`src/rtl/adc_seq_pkg.sv`:
```
package adc_seq_pkg;
  localparam int unsigned CODE_W    = 3;
  localparam int unsigned MAX_DEPTH = 1 << CODE_W;
  localparam int unsigned CNT_W     = $clog2(MAX_DEPTH + 1);
  localparam int unsigned IDX_W     = $clog2(MAX_DEPTH);

  typedef enum logic [1:0] {S_IDLE, S_START, S_WAIT, S_FIN} seq_state_t;

  // set size from the code: 0 means one conversion, otherwise code + 1
  function automatic logic [CNT_W-1:0] set_size(input logic [CODE_W-1:0] code);
    return (code == '0) ? CNT_W'(1) : CNT_W'(code) + CNT_W'(1);
  endfunction

  // neutral start value of the compare accumulator
  function automatic logic hit_seed(input logic and_mode);
    return and_mode;
  endfunction

  function automatic logic hit_fold(input logic and_mode, input logic acc, input logic hit);
    return and_mode ? (acc & hit) : (acc | hit);
  endfunction
endpackage

```
`src/rtl/adc_seq_fifo.sv`:
```
module adc_seq_fifo #(
  parameter int unsigned W = 8,
  parameter int unsigned D = 8
) (
  input  logic                       clk,
  input  logic                       rst_n,
  input  logic                       flush,
  input  logic                       push,
  input  logic [W-1:0]               din,
  input  logic                       pop,
  input  logic [$clog2(D)-1:0]       idx,
  output logic [W-1:0]               dout,
  output logic [$clog2(D+1)-1:0]     count
);
  localparam int unsigned AW = $clog2(D);
  localparam int unsigned CW = $clog2(D + 1);

  logic [W-1:0]  mem [D];
  logic [AW-1:0] wp, rp;
  logic [AW:0]   sum, wrap;
  logic [AW-1:0] rd_addr;
  logic          do_push, do_pop;

  function automatic logic [AW-1:0] next_ptr(input logic [AW-1:0] p);
    return (p == AW'(D - 1)) ? '0 : p + AW'(1);
  endfunction

  assign do_push = push && (count != CW'(D));
  assign do_pop  = pop && (count != '0);

  assign sum     = {1'b0, rp} + {1'b0, idx};
  assign wrap    = sum - (AW+1)'(D);
  assign rd_addr = (sum >= (AW+1)'(D)) ? wrap[AW-1:0] : sum[AW-1:0];
  assign dout    = mem[rd_addr];

  always_ff @(posedge clk) begin
    if (do_push && !flush) mem[wp] <= din;
  end

  always_ff @(posedge clk or negedge rst_n) begin
    if (!rst_n) begin
      wp    <= '0;
      rp    <= '0;
      count <= '0;
    end else if (flush) begin
      wp    <= '0;
      rp    <= '0;
      count <= '0;
    end else begin
      if (do_push) wp <= next_ptr(wp);
      if (do_pop)  rp <= next_ptr(rp);
      case ({do_push, do_pop})
        2'b10:   count <= count + CW'(1);
        2'b01:   count <= count - CW'(1);
        default: count <= count;
      endcase
    end
  end

  a_r12_count_bound: assert property (@(posedge clk) disable iff (!rst_n)
    count <= CW'(D));
  a_r11_flush_empties: assert property (@(posedge clk) disable iff (!rst_n)
    flush |=> (count == '0));
endmodule

```
`src/rtl/adc_seq_ctrl.sv`:
```
module adc_seq_ctrl
  import adc_seq_pkg::*;
(
  input  logic              clk,
  input  logic              rst_n,
  input  logic              cfg_wr,
  input  logic [CODE_W-1:0] cfg_code,
  input  logic              cmp_all,
  input  logic              scan_en,
  input  logic              cont_en,
  input  logic              trig_sel_hw,
  input  logic              trig_mask,
  input  logic              trig_mask_auto,
  input  logic              hw_trig,
  input  logic [CNT_W-1:0]  chan_count,
  input  logic [CNT_W-1:0]  res_count,
  input  logic              conv_done,
  input  logic              conv_hit,
  output logic              conv_start,
  output logic [IDX_W-1:0]  chan_idx,
  output logic              res_push,
  output logic              chan_flush,
  output logic              coco,
  output logic [CNT_W-1:0]  set_n
);
  seq_state_t        state;
  logic [CODE_W-1:0] code_q;
  logic [IDX_W-1:0]  k;
  logic              acc;

  // named internal events
  logic hw_blocked, armed, set_go, last_conv, fin_evt, coco_set;

  assign set_n      = set_size(code_q);
  assign hw_blocked = trig_mask_auto ? (res_count != '0) : trig_mask;
  assign armed      = (state == S_IDLE) && (chan_count == set_n);
  assign set_go     = armed && (trig_sel_hw ? (hw_trig && !hw_blocked) : 1'b1);
  assign last_conv  = (CNT_W'(k) == set_n - CNT_W'(1));
  assign fin_evt    = (state == S_FIN);
  assign coco_set   = fin_evt && acc && (res_count >= set_n);

  assign conv_start = (state == S_START);
  assign res_push   = (state == S_WAIT) && conv_done;
  assign chan_flush = fin_evt && !cont_en && !trig_sel_hw;
  assign chan_idx   = scan_en ? k : '0;

  always_ff @(posedge clk or negedge rst_n) begin
    if (!rst_n) begin
      state  <= S_IDLE;
      code_q <= '0;
      k      <= '0;
      acc    <= 1'b0;
      coco   <= 1'b0;
    end else if (cfg_wr) begin
      state  <= S_IDLE;
      code_q <= cfg_code;
      k      <= '0;
      coco   <= 1'b0;
    end else begin
      if (coco_set)             coco <= 1'b1;
      else if (res_count == '0) coco <= 1'b0;
      case (state)
        S_IDLE: if (set_go) begin
          state <= S_START;
          k     <= '0;
          acc   <= hit_seed(cmp_all);
        end
        S_START: state <= S_WAIT;
        S_WAIT: if (conv_done) begin
          acc <= hit_fold(cmp_all, acc, conv_hit);
          if (last_conv) state <= S_FIN;
          else begin
            k     <= k + IDX_W'(1);
            state <= S_START;
          end
        end
        S_FIN: if (cont_en) begin
          state <= S_START;
          k     <= '0;
          acc   <= hit_seed(cmp_all);
        end else begin
          state <= S_IDLE;
        end
        default: state <= S_IDLE;
      endcase
    end
  end

  a_r2_start_needs_full: assert property (@(posedge clk) disable iff (!rst_n)
    set_go |-> (chan_count == set_n));
  a_r7_mask_blocks_start: assert property (@(posedge clk) disable iff (!rst_n)
    (set_go && trig_sel_hw) |-> !hw_blocked);
  a_r9_cont_restart: assert property (@(posedge clk) disable iff (!rst_n)
    (fin_evt && cont_en && !cfg_wr) |=> conv_start);
  a_r3_coco_has_results: assert property (@(posedge clk) disable iff (!rst_n)
    $rose(coco) |-> ($past(res_count) >= set_n));
  a_r1_one_start_per_wait: assert property (@(posedge clk) disable iff (!rst_n)
    (conv_start && !cfg_wr) |=> (state == S_WAIT));
endmodule

```
`src/rtl/adc_seq_top.sv`:
```
module adc_seq_top
  import adc_seq_pkg::*;
#(
  parameter int unsigned CH_W  = 5,
  parameter int unsigned RES_W = 12
) (
  input  logic              clk,
  input  logic              rst_n,
  input  logic              cfg_depth_wr,
  input  logic [2:0]        cfg_depth,
  input  logic              cmp_all,
  input  logic              scan_en,
  input  logic              cont_en,
  input  logic              trig_sel_hw,
  input  logic              trig_mask,
  input  logic              trig_mask_auto,
  input  logic              hw_trig,
  input  logic              ch_wr,
  input  logic [CH_W-1:0]   ch_wdata,
  output logic              conv_start,
  output logic [CH_W-1:0]   conv_chan,
  input  logic              conv_done,
  input  logic [RES_W-1:0]  conv_result,
  input  logic              conv_hit,
  input  logic              res_rd,
  output logic [RES_W-1:0]  res_data,
  output logic              res_valid
  ,output logic             coco
);
  logic [CNT_W-1:0] chan_count, res_count, set_n;
  logic [IDX_W-1:0] chan_idx;
  logic             res_push, chan_flush, chan_push;

  assign chan_push = ch_wr && !cfg_depth_wr && (chan_count < set_n);
  assign res_valid = (res_count != '0);

  adc_seq_fifo #(.W(CH_W), .D(MAX_DEPTH)) u_chan_q (
    .clk   (clk),
    .rst_n (rst_n),
    .flush (cfg_depth_wr || chan_flush),
    .push  (chan_push),
    .din   (ch_wdata),
    .pop   (1'b0),
    .idx   (chan_idx),
    .dout  (conv_chan),
    .count (chan_count)
  );

  adc_seq_fifo #(.W(RES_W), .D(MAX_DEPTH)) u_res_q (
    .clk   (clk),
    .rst_n (rst_n),
    .flush (cfg_depth_wr),
    .push  (res_push),
    .din   (conv_result),
    .pop   (res_rd),
    .idx   ('0),
    .dout  (res_data),
    .count (res_count)
  );

  adc_seq_ctrl u_ctrl (
    .clk            (clk),
    .rst_n          (rst_n),
    .cfg_wr         (cfg_depth_wr),
    .cfg_code       (cfg_depth),
    .cmp_all        (cmp_all),
    .scan_en        (scan_en),
    .cont_en        (cont_en),
    .trig_sel_hw    (trig_sel_hw),
    .trig_mask      (trig_mask),
    .trig_mask_auto (trig_mask_auto),
    .hw_trig        (hw_trig),
    .chan_count     (chan_count),
    .res_count      (res_count),
    .conv_done      (conv_done),
    .conv_hit       (conv_hit),
    .conv_start     (conv_start),
    .chan_idx       (chan_idx),
    .res_push       (res_push),
    .chan_flush     (chan_flush),
    .coco           (coco),
    .set_n          (set_n)
  );

  a_r12_no_push_past_set: assert property (@(posedge clk) disable iff (!rst_n)
    (chan_count == set_n && !chan_flush && !cfg_depth_wr) |=> (chan_count == $past(chan_count)));
  a_r10_coco_clears_empty: assert property (@(posedge clk) disable iff (!rst_n)
    (coco && !res_valid && !res_push && !cfg_depth_wr) |=> !coco);
endmodule

```
`config.mk`:
```
export PLATFORM = sky130hd
export DESIGN_NAME = adc_seq_top
export DESIGN_NICKNAME = d
export VERILOG_FILES = /design/src/rtl/adc_seq_pkg.sv /design/src/rtl/adc_seq_fifo.sv /design/src/rtl/adc_seq_ctrl.sv /design/src/rtl/adc_seq_top.sv
export SDC_FILE = /design/constraint.sdc
export NUM_CORES = 1
export LEC_CHECK = 0
export ABC_CLOCK_PERIOD_IN_PS = 4300
export BUFFER_PORTS_ARGS = -buffer_cell sky130_fd_sc_hd__buf_2
export CAP_MARGIN = 20
export CORE_MARGIN = 4
export CORE_UTILIZATION = 35
export CTS_BUF_LIST = sky130_fd_sc_hd__clkbuf_16
export CTS_CLUSTER_DIAMETER = 80
export CTS_CLUSTER_SIZE = 40
export DETAILED_ROUTE_END_ITERATION = 16
export PLACE_DENSITY = 0.51
export SETUP_SLACK_MARGIN = 0.4
export SKIP_CTS_REPAIR_TIMING = 1
export SYNTH_ARGS = -nofsm -noshare
export SYNTH_HDL_FRONTEND = slang
export SYNTH_SLANG_ARGS = --single-unit
```
`constraint.sdc`:
```
create_clock -name clk -period 4.3 [get_ports clk]
set_input_delay 1.29 -clock clk [delete_from_list [all_inputs] [get_ports clk]]
set_output_delay 1.29 -clock clk [all_outputs]
set_load 0.02 [all_outputs]
```
# Word level (Yosys, flattened, before mapping)
# Memory sizes are Yosys's and may differ from the RTL's.
# Index checks and enable logic that the tools add are counted.
[op_classes]
n_reduce_logical = 35
magnitude_cmp = 4
n_div = 0
shift = 0
bitwise = 3
eq_ne = 19
add_sub_neg = 11
n_mux = 43
n_mul = 0
[ops]
columns = ["cell", "n"]
rows = [
  ["$mux 3", 17],
  ["$mux 4", 4],
  ["$logic_and 1x1->1", 15],
  ["$mux 1", 14],
  ["$add 3x1->3 const B", 4],
  ["$reduce_and 5->1", 2],
  ["$eq 3x3->1 const B", 3],
  ["$ne 3x3->1 const B", 3],
  ["$pmux 3 s3", 1],
  ["$reduce_bool 3->1", 3],
  ["$add 4x1->4 const B", 2],
  ["$ge 3x4->1 const B", 2],
  ["$mux 2", 4],
  ["$ne 4x4->1 const B", 2],
  ["$pmux 2 s4", 1],
  ["$pmux 4 s2", 1],
  ["$reduce_bool 4->1", 2],
  ["$sub 4x1->4 const B", 2],
  ["$eq 2x2->1 const B", 3],
  ["$reduce_bool 2->1", 3],
  ["$sub 3x1->3 const B", 2],
  ["$logic_not 1->1", 5],
  ["$add 3x1->4 const B", 1],
  ["$eq 2x1->1 const B", 2],
  ["other kinds (16)", 17],
]
[totals]
latchBits = 0
out_inout_bits = 20
ff_bits = 27
mem_count = 2
ramBits = 136
mem_bits_ro = 0
[memory_table]
columns = ["name", "depth", "word_bits", "read_ports", "rd_clocked_by_memory_dff", "write_ports", "line", "source"]
rows = [
  ["u_res_q.mem", 8, 12, 1, 0, 1, "adc_seq_fifo.sv:18", "logic [W-1:0] mem [D];"],
  ["u_chan_q.mem", 8, 5, 1, 0, 1, "adc_seq_fifo.sv:18", ""],
]

# Logic depth before layout (Yosys ltp)
# Gate-level depths: netlist (run 1).
[depth]
word_depth = 9
mapped_depth = 11

# Modules after synthesis
# A second synthesis (run 1) with hierarchy kept.
[unflattened]
hier_cells = 645
area_unflattened_um2 = 7815.0
[modules_own_cells]
columns = ["mod", "area_per_inst_um2", "n_inst", "seq_area_each_um2", "cells_each"]
rows = [
  ["adc_seq_fifo (u_res_q)", 4509.3, 1, 3133.0, 361],
  ["adc_seq_fifo (u_chan_q)", 2361.0, 1, 1451.4, 170],
  ["adc_seq_ctrl", 847.1, 1, 250.2, 101],
  ["adc_seq_top", 97.6, 1, 0.0, 13],
]

# Worst setup path before layout (run 1)
# No wires, ideal clock.
[synth_path]
path_type = "input-to-output"
startpoint = "input port scan_en"
endpoint = "output port conv_chan[0]"
required_ns = 3.010
arrival_time_ns = 2.346
path_slack_ns = 0.664
cell_stages = 3
n_path_buf = 0
cell_sequence = "nand2_1 -> mux4_2 -> mux2_2"
[synth_via]
elab_chain_len = 4
word_cells_on_any_way = 5
classes_between = "1 x add/sub; 1 x order compare; 2 x mux; 1 x memory"
[synth_rtl]
columns = ["element", "line", "source"]
rows = [
  ["from (decl)", "adc_seq_top.sv:12", "input logic scan_en,"],
  ["$mux 3 *", "adc_seq_ctrl.sv:45", "assign chan_idx = scan_en ? k : '0;"],
  ["$ge 3x4->1 / $sub 3x1->3 (equally long branches)", "adc_seq_fifo.sv:33, adc_seq_fifo.sv:32", ""],
  ["$mux 3 *", "adc_seq_fifo.sv:33", "assign rd_addr = (sum >= (AW+1)'(D)) ? wrap[AW-1:0] : sum[AW-1:0];"],
  ["$mem_v2 8x5 *", "n/a", ""],
  ["to (decl)", "adc_seq_top.sv:21", "output logic [CH_W-1:0] conv_chan,"],
]
# Mark *: on every way between the ends. The rest lies on a longest branch, timed or not.

# Final worst setup path (run 1)
[layout_path]
startpoint = "input port scan_en"
endpoint = "output port conv_chan[1]"
# The elaborated chain is that of the path after synthesis.

==> results of run 1 <==
[registers in the layout, summed over array words and instances, names as in the netlist]
| name | flops |
|---|---|
| u_chan_q.count | 4 |
| u_res_q.mem | 96 |
| u_res_q.wp | 3 |
| u_ctrl.code_q | 3 |
| u_res_q.rp | 3 |
| u_ctrl.coco | 1 |
| u_chan_q.wp | 3 |
| u_res_q.count | 4 |
| u_ctrl.k | 3 |
| u_ctrl.acc | 1 |
| u_ctrl.state | 2 |
| u_chan_q.mem | 40 |
[how the worst max path moves through the flow]
stage / startpoint / end
3_5_place_dp: scan_en / conv_chan[1]
6_report: scan_en / conv_chan[1]
3_3_place_gp: scan_en / conv_chan[4]
5_1_grt: scan_en / conv_chan[2]
4_1_cts: scan_en / conv_chan[1]
2_1_floorplan: scan_en / conv_chan[0]
[power groups by stage]
stage	clock network, uW	registers (uW)	logic (uW)
2_1_floorplan	0	1850	738
5_1_grt	1620	1850	1030
4_1_cts	1550	1850	947
3_5_place_dp	0	1880	944
3_3_place_gp	0	1880	928
6_report	1520	1840	931
[cell usage after synthesis, types with 6 or more instances]
library cell  instances  area (sq um)
nand2_1              17         63.81
inv_1                11         41.29
nand2b_1              7         43.79
nor2b_1               8         50.05
mux4_2               34         765.7
nor3_1                7         35.03
dfrtp_1              27         675.7
mux2i_1               6         60.06
mux2_2               18         202.7
nor2_1               32         120.1
ha_1                 25         312.8
o21ai_0              14         70.07
clkbuf_1              9         33.78
nor3b_1               7         52.55
a21oi_1              18         90.09
edfxtp_1            136          4084
[layout make-up]
| cell class | count | area, sq um | share of cell area |
|---|---|---|---|
| clock buffers | 17 | 425.4 | 0.05051 |
| clock inverters | 14 | 163.9 | 0.01946 |
| inverters | 11 | 41.29 | 0.004902 |
| multi-input cells | 242 | 2312 | 0.2745 |
| flip-flops and latches | 163 | 4760 | 0.5651 |
| well taps | 270 | 337.8 | 0.04011 |
| repair buffers | 67 | 382.9 | 0.04545 |
[worst max-delay path, cell delays in order]
cell and delay, ns:
buf_2 0.12, nand2_2 0.18, mux4_2 0.53, mux2_2 0.27
buf_2 0.16
[routing by layer]
layer | track usage | share of wire | vias to the layer above
li1 | - | - | 1836
met1 | 0.1738 | 0.45 | 2011
met2 | 0.2121 | 0.50 | 88
met3 | 0.03321 | 0.040 | 9
met4 | 0.04080 | 0.0081 | 0
met5 | 0 | 0 | -
[stage by stage]
step / power [uW] / instances / area [sq um]
5_1_grt: 4513 / 784 / 8423
3_3_place_gp: 2805 / 753 / 7826
2_1_floorplan: 2587 / 430 / 7159
6_report: 4291 / 784 / 8423
4_1_cts: 4347 / 784 / 8416
3_5_place_dp: 2822 / 753 / 7826
[logic make-up after synthesis]
| logic type | after synthesis | synth area share |
|---|---|---|
| DFF | 163 | 0.6648 |
| and+or+nand+nor | 100 | 0.07305 |
| muxes | 58 | 0.1437 |
| AOI/OAI and AO/OA | 52 | 0.04999 |
| adders and majority gates | 26 | 0.04649 |
| buffers and inverters | 25 | 0.01468 |
| xor gates and xnor gates | 6 | 0.007340 |
==> metrics, run 1 <==
final worst path period need=approximately 3.8 ns; TNS Setup=0 ns; Peak VDD IR=0.2991 mV; # Max-Cap Violations=0; TritonCTS clock tree=built; WHS Endpoint=u_res_q.rp[1]$_DFFE_PN0P_; number of inserted diodes=0; clk_lat worst skew=about 0.42 ns; switching power=1180 uW; Place WS=0.3451 ns; via count=3944; 1st-pass router iterations=4; clock sinks=between 150 and 200; die area=22810 sq um; Sw Ratio=0.2750; nature of the critical path startpoint=primary input; Reg2Reg Setup Slack=0.90 ns; # H-tree levels=4; wire per inst=17.82 microns; Required @ worst endpoint=around 3 ns; RSZ-0062 raised after global routing=false; pwr dens=around 510 nW/um^2; Final Hold Violating Endpoints=0; Worst-Margin Slew=0.8178 ns; syn avg cell area=between 15 and 20 sq um; row cnt=52; Comb pwr share=0.217; Total GRT Usage=0.1308; crit path max fanout=5; # nets final=562; Yosys Warn Count=0; grt ovf=0; hold path cells=2; Post-Synthesis Cells=430; Routed WL=13.97 mm; most frequent cells in the layout=edfxtp_1, buf_2, mux4_2, nor2_1, dfrtp_1; fin util=0.4176; reg2reg start=u_ctrl.code_q[0]$_DFFE_PN0P_; Max-slew headroom=0.4506; worst-case clock buffer depth=2; CP Class=primary input to output port; HP Class=flip-flop to flip-flop; CORE AREA=a little over 20000 sq um; cell-internal power=about 3100 uW; hold slack=around 0.55 ns; dpl hpwl=about 9.4 mm; drc violations=0; Pleak=0.002989 uW; first-pass GRT wire length=about 22 mm; Clock power frac=0.353; PortBufs=53; Worst-path clk slew=0.06 ns; number of top-level pins=54; worst r2r path cells=12; worst hold start=u_res_q.rp[1]$_DFFE_PN0P_; EDFF count, synth=between 100 and 150; layout cells sized above 1=0.3152; Die Ht=about 150 microns; Final Skew=around 0.013 ns; commonest non-fill, non-tap cell in the layout=edfxtp_1; Clock Root Buffer=clkbuf_16; total of fill cells in the finished design=between 1500 and 2000; initial antenna violation count=0; Peak Freq=~0.26 GHz; Vias per Instance=5.031; Seq/Total Area, Yosys=0.6648; reg2reg end=u_chan_q.mem[3][3]$_DFFE_PP_; Starting Density=0.3550; status=finished clean; Final Slew Violations=0; setup ws final=~0.47 ns; final setup fails=0; crit end category=output port; syn nets=490; ANT nets after route=0; vias in the first global route=4105; largest net degree at the start of global routing=28; die width=151.0 microns; Final Cycle Share=0.8903; Synth Cell Area=between 7000 and 8000 sq um; area delta synth->final=17.65%; CP arrival=about 2.5 ns; Final Wtd Congestion=between 0.8 and 0.9; Seq cells post-synth=163; Async SR Flop Fraction=0.1656; synth unique cells=50; cts bufs inserted=17; drt initial violations=approximately 180; ys flop type=edfxtp_1; Seq pwr share=0.430
Note: power is estimated with default switching activity, not from simulation.
==> run 2, diff against run 1 <==
CTS_CLUSTER_DIAMETER = 50   (was 80)
REMOVE_ABC_BUFFERS = 1   (was default)
==> metrics, run 2 (synthesis results as in run 1) <==
status=finished clean; reg2reg end=u_chan_q.mem[7][1]$_DFFE_PP_; die width=151.0 microns (unchanged); row cnt=52 (unchanged); CP cell instances=buf_2 -> nand2_4 -> mux4_2 -> mux2_2 -> buf_2; worst hold start=u_ctrl.acc$_DFFE_PN0P_; # Max-Cap Violations=0 (unchanged); Vias per Instance=5.011 (-0.38%); setup ws final=0.5134 ns (+0.04185 ns); biggest regs=u_res_q.mem x96, u_chan_q.mem x40; most used cell along the critical path=buf_2; die area=22810 sq um (unchanged); HP Class=flip-flop to flip-flop; placed instance count=759 (+0.80%); worst r2r path cells=12 (unchanged); largest net degree at the start of global routing=28 (unchanged); Peak Freq=0.2641 GHz (+1.1%); initial antenna violation count=0 (unchanged); Tot Pwr=4344 uW (+1.2%); drt initial violations=204 (+11%); crit end category=output port; CP Class=primary input to output port; final setup fails=0 (unchanged); Final Cycle Share=0.8806 (-0.009733); most frequent cells in the layout=edfxtp_1, buf_2, mux4_2, nor2_1, dfrtp_1; Peak VDD IR=0.2895 mV (-3.2%); commonest non-fill, non-tap cell in the layout=edfxtp_1; Worst-Margin Slew=0.7638 ns (-0.05400 ns); cts bufs inserted=17 (unchanged); worst-case clock buffer depth=2 (unchanged); Final Skew=0.01283 ns (-0.0001086 ns); Required @ worst endpoint=3.01 ns (about the same); Die Ht=151.0 microns (unchanged); dpl hpwl=9.675 mm (+3.3%); reg2reg start=u_ctrl.code_q[0]$_DFFE_PN0P_; Pleak=0.003038 uW (+1.7%); CP arrival=2.50 ns (-0.04 ns); Max stage delay on crit path=0.50 ns (-0.03 ns); Routed WL=14.53 mm (+4.0%); Slowest-stage cell, CP=mux4_2; Worst-path clk slew=0.07 ns (about the same); ANT nets after route=0 (unchanged); Starting Density=0.3550 (unchanged); grt ovf=0 (unchanged); layout cells sized above 1=0.3282 (+0.01304); register area=4760 sq um (unchanged); hold path cells=1 (-1); Final Slew Violations=0 (unchanged); 1st-pass router iterations=4 (unchanged); crit path max fanout=5 (unchanged); # H-tree levels=4 (unchanged); pwr dens=511.9 nW/um^2 (+0.48%); final worst path period need=3.787 ns (-0.04185 ns); Clock Root Buffer=clkbuf_16; drc violations=0 (unchanged); TritonCTS clock tree=built; WHS Endpoint=u_ctrl.acc$_DFFE_PN0P_; nature of the critical path startpoint=primary input; number of flip-flops in the largest register=96 (unchanged); via count=3964 (+0.51%); PortBufs=53 (unchanged); multi-input logic area=2312 sq um (unchanged); Max-slew headroom=0.4908 (+0.04019); Reg2Reg Setup Slack=1.05 ns (+0.15 ns); clock sinks=163 (unchanged); total of fill cells in the finished design=1840 (-0.11%); TNS Setup=0 ns (unchanged); Total GRT Usage=0.1373 (+0.006517); hold slack=0.5725 ns (+0.02212 ns); clk_lat worst skew=0.42 ns (about the same); Final Wtd Congestion=0.7739 (-4.9%); wire per inst=18.37 microns (+3.1%); vias in the first global route=4277 (+4.2%); Final Hold Violating Endpoints=0 (unchanged); area delta synth->final=18.53%; Place WS=0.3213 ns (-0.02375 ns); RSZ-0062 raised after global routing=false; number of inserted diodes=0 (unchanged); Most flops, register=u_res_q.mem; # nets final=568 (+1.1%); first-pass GRT wire length=23.41 mm (+4.5%); Cell Count, Final, Fillers Out=791 (+0.89%); CORE AREA=20170 sq um (unchanged); number of top-level pins=54 (unchanged)
-- run 2: changes by cell type in the layout (fill, tap and decap cells not counted), moves of 2 or more --
cell   before  now
buf_4      13   20
inv_6       2    4
inv_8       0    2
inv_1      13   11
-- run 2: layer usage --
metal	vias to the layer above	wire, microns	GRT usage	share of wire
met5	-	0	0	0
met4	0	155	0.03762	0.011
met3	15	542	0.03680	0.037
met2	80	7501	0.2344	0.52
met1	2024	6335	0.1730	0.44
li1	1845	-	-	-
-- run 2: worst max-delay path: cells and delay by family --
kind                   cells  cell delay (ns)
buffers and inverters      2             0.29
multiplexers               2             0.78
AND/OR/NAND/NOR            1             0.13
-- run 2: power breakdown --
group	internal (uW)	total [uW]	switching (uW)	leakage (uW)
registers	1770	1840	66.6	0.00159
clock network	931	1570	644	0.000299
logic	428	934	506	0.00115
-- run 2: worst max-delay path by stage --
stage          slack (ns)            to  cells past startpoint    start
2_1_floorplan        0.66  conv_chan[0]                      3  scan_en
3_3_place_gp         0.35  conv_chan[4]                      5  scan_en
3_5_place_dp         0.32  conv_chan[4]                      5  scan_en
4_1_cts              0.32  conv_chan[4]                      5  scan_en
5_1_grt              0.46  conv_chan[3]                      5  scan_en
6_report             0.51  conv_chan[4]                      5  scan_en
-- run 2: cell type report --
cell class | count | share of cell area
clock inverters | 15 | 0.02285
well taps | 270 | 0.03981
inverters | 11 | 0.004866
flip-flops and latches | 163 | 0.5609
clock buffers | 17 | 0.05013
multi-input cells | 242 | 0.2725
repair buffers | 73 | 0.04895
-- run 2: metrics by stage --
step | util | cell area (sq um)
3_5_place_dp | 0.3896 | 7859
2_1_floorplan | - | 7096
4_1_cts | 0.4203 | 8478
3_3_place_gp | 0.3896 | 7859
5_1_grt | 0.4207 | 8486
6_report | 0.4207 | 8486
==> run 3, diff against run 2 <==
BUFFER_PORTS_ARGS = default   (was -buffer_cell sky130_fd_sc_hd__buf_2)
DONT_BUFFER_PORTS = 1   (was default)
PLACE_DENSITY = 0.49   (was 0.51)
==> metrics, run 3 (synthesis results as in run 1) <==
status=finished clean; row cnt=52 (unchanged); Reg2Reg Setup Slack=0.77 ns (-0.28 ns); vias in the first global route=3983 (-6.9%); HP Class=primary input to async pin; crit path max fanout=5 (unchanged); placed instance count=699 (-7.9%); fin util=0.4032 (-0.01756); clk_lat worst skew=0.42 ns (about the same); Worst-Margin Slew=0.8668 ns (+0.1029 ns); via count=3734 (-5.8%); 1st-pass router iterations=5 (+1); crit end category=output port; Total GRT Usage=0.1341 (-0.003186); drt initial violations=222 (+8.8%); total of fill cells in the finished design=1862 (+1.2%); biggest regs=u_res_q.mem x96, u_chan_q.mem x40; setup ws final=0.5572 ns (+0.04375 ns); Tot Pwr=4200 uW (-3.3%); Worst-path clk slew=0.07 ns (about the same); RSZ-0062 raised after global routing=false; Required @ worst endpoint=3.01 ns (about the same); Vias per Instance=5.108 (+1.9%); die width=151.0 microns (unchanged); Pleak=0.002765 uW (-9.0%); initial antenna violation count=0 (unchanged); worst-case clock buffer depth=2 (unchanged); largest net degree at the start of global routing=28 (unchanged); Most flops, register=u_res_q.mem; Die Ht=151.0 microns (unchanged); Max-slew headroom=0.4209 (-0.06988); Cell Count, Final, Fillers Out=731 (-7.6%); Peak Freq=0.2672 GHz (+1.2%); Clock Root Buffer=clkbuf_16; cts bufs inserted=17 (unchanged); wire per inst=19.92 microns (+8.4%); register area=4760 sq um (unchanged); drc violations=0 (unchanged); Routed WL=14.56 mm (+0.17%); pwr dens=516.5 nW/um^2 (+0.90%); clock sinks=163 (unchanged); commonest non-fill, non-tap cell in the layout=edfxtp_1; Starting Density=0.3550 (unchanged); # nets final=508 (-11%); first-pass GRT wire length=22.52 mm (-3.8%); nature of the critical path startpoint=primary input; final worst path period need=3.743 ns (-0.04375 ns); ANT nets after route=0 (unchanged); Final Slew Violations=0 (unchanged); reg2reg start=u_ctrl.code_q[0]$_DFFE_PN0P_; Peak VDD IR=0.3230 mV (+12%); grt ovf=0 (unchanged); CORE AREA=20170 sq um (unchanged); number of top-level pins=54 (unchanged); Final Wtd Congestion=0.7858 (+1.5%); layout cells sized above 1=0.2386 (-0.08960); TNS Setup=0 ns (unchanged); # H-tree levels=4 (unchanged); Final Cycle Share=0.8704 (-0.01018); TritonCTS clock tree=built; CP Class=primary input to output port; # Max-Cap Violations=0 (unchanged); worst r2r path cells=12 (unchanged); final setup fails=0 (unchanged); Place WS=0.5360 ns (+0.2147 ns); most frequent cells in the layout=edfxtp_1, mux4_2, nor2_1, dfrtp_1, ha_1; number of flip-flops in the largest register=96 (unchanged); area delta synth->final=13.58%; dpl hpwl=9.570 mm (-1.1%); Final Hold Violating Endpoints=0 (unchanged); PortBufs=0 (-100%); reg2reg end=u_chan_q.mem[3][4]$_DFFE_PP_; number of inserted diodes=0 (unchanged); die area=22810 sq um (unchanged); Final Skew=0.01085 ns (-0.001980 ns); multi-input logic area=2305 sq um (-0.32%); CP arrival=2.45 ns (-0.05 ns)
[run 3: cell count changes in the layout (fill, tap and decap cells not counted), sizes merged]
cell    before  now
clkinv       4    3
inv         17   20
bufinv       3    1
buf         73   13
[run 3: report_power, final]
| group | internal (uW) | total [uW] | switching (uW) |
|---|---|---|---|
| Clock | 827 | 1500 | 677 |
| Combinational | 380 | 859 | 479 |
| Sequential | 1770 | 1840 | 67.3 |
[run 3: through the flow]
stage	instance area, sq um	hold WS [ns]
2_1_floorplan	7096	0.5191
3_3_place_gp	7541	0.5352
3_5_place_dp	7541	0.5572
4_1_cts	8132	0.5297
5_1_grt	8132	0.5239
6_report	8132	0.5576
[run 3: layout make-up]
cell class | count | area share
multi-input cells | 242 | 0.2834
well taps | 270 | 0.04154
clock buffers | 17 | 0.05232
inverters | 11 | 0.005078
clock inverters | 15 | 0.02031
repair buffers | 13 | 0.01200
flip-flops and latches | 163 | 0.5853
[run 3: worst max-delay path by stage]
| stage | from | end | slack, ns | cells past startpoint |
|---|---|---|---|---|
| after floorplan | scan_en | conv_chan[0] | 0.66 | 3 |
| after detailed placement | scan_en | conv_chan[2] | 0.54 | 3 |
| after CTS | scan_en | conv_chan[2] | 0.53 | 3 |
| after global placement | scan_en | conv_chan[1] | 0.55 | 3 |
| final | scan_en | conv_chan[2] | 0.56 | 3 |
| after global routing | scan_en | conv_chan[1] | 0.46 | 3 |
[run 3: worst max-delay path: stages]
cell     delay [ns]
nand2_1        0.25
mux4_2         0.56
mux2_2         0.34
[run 3: metal layers]
metal / GRT usage / wire length [microns] / up-vias
met5: 0 / 0 / -
met1: 0.1684 / 6458 / 1919
met3: 0.03980 / 607 / 10
met4: 0.03581 / 102 / 0
li1: - / - / 1736
met2: 0.2273 / 7390 / 69
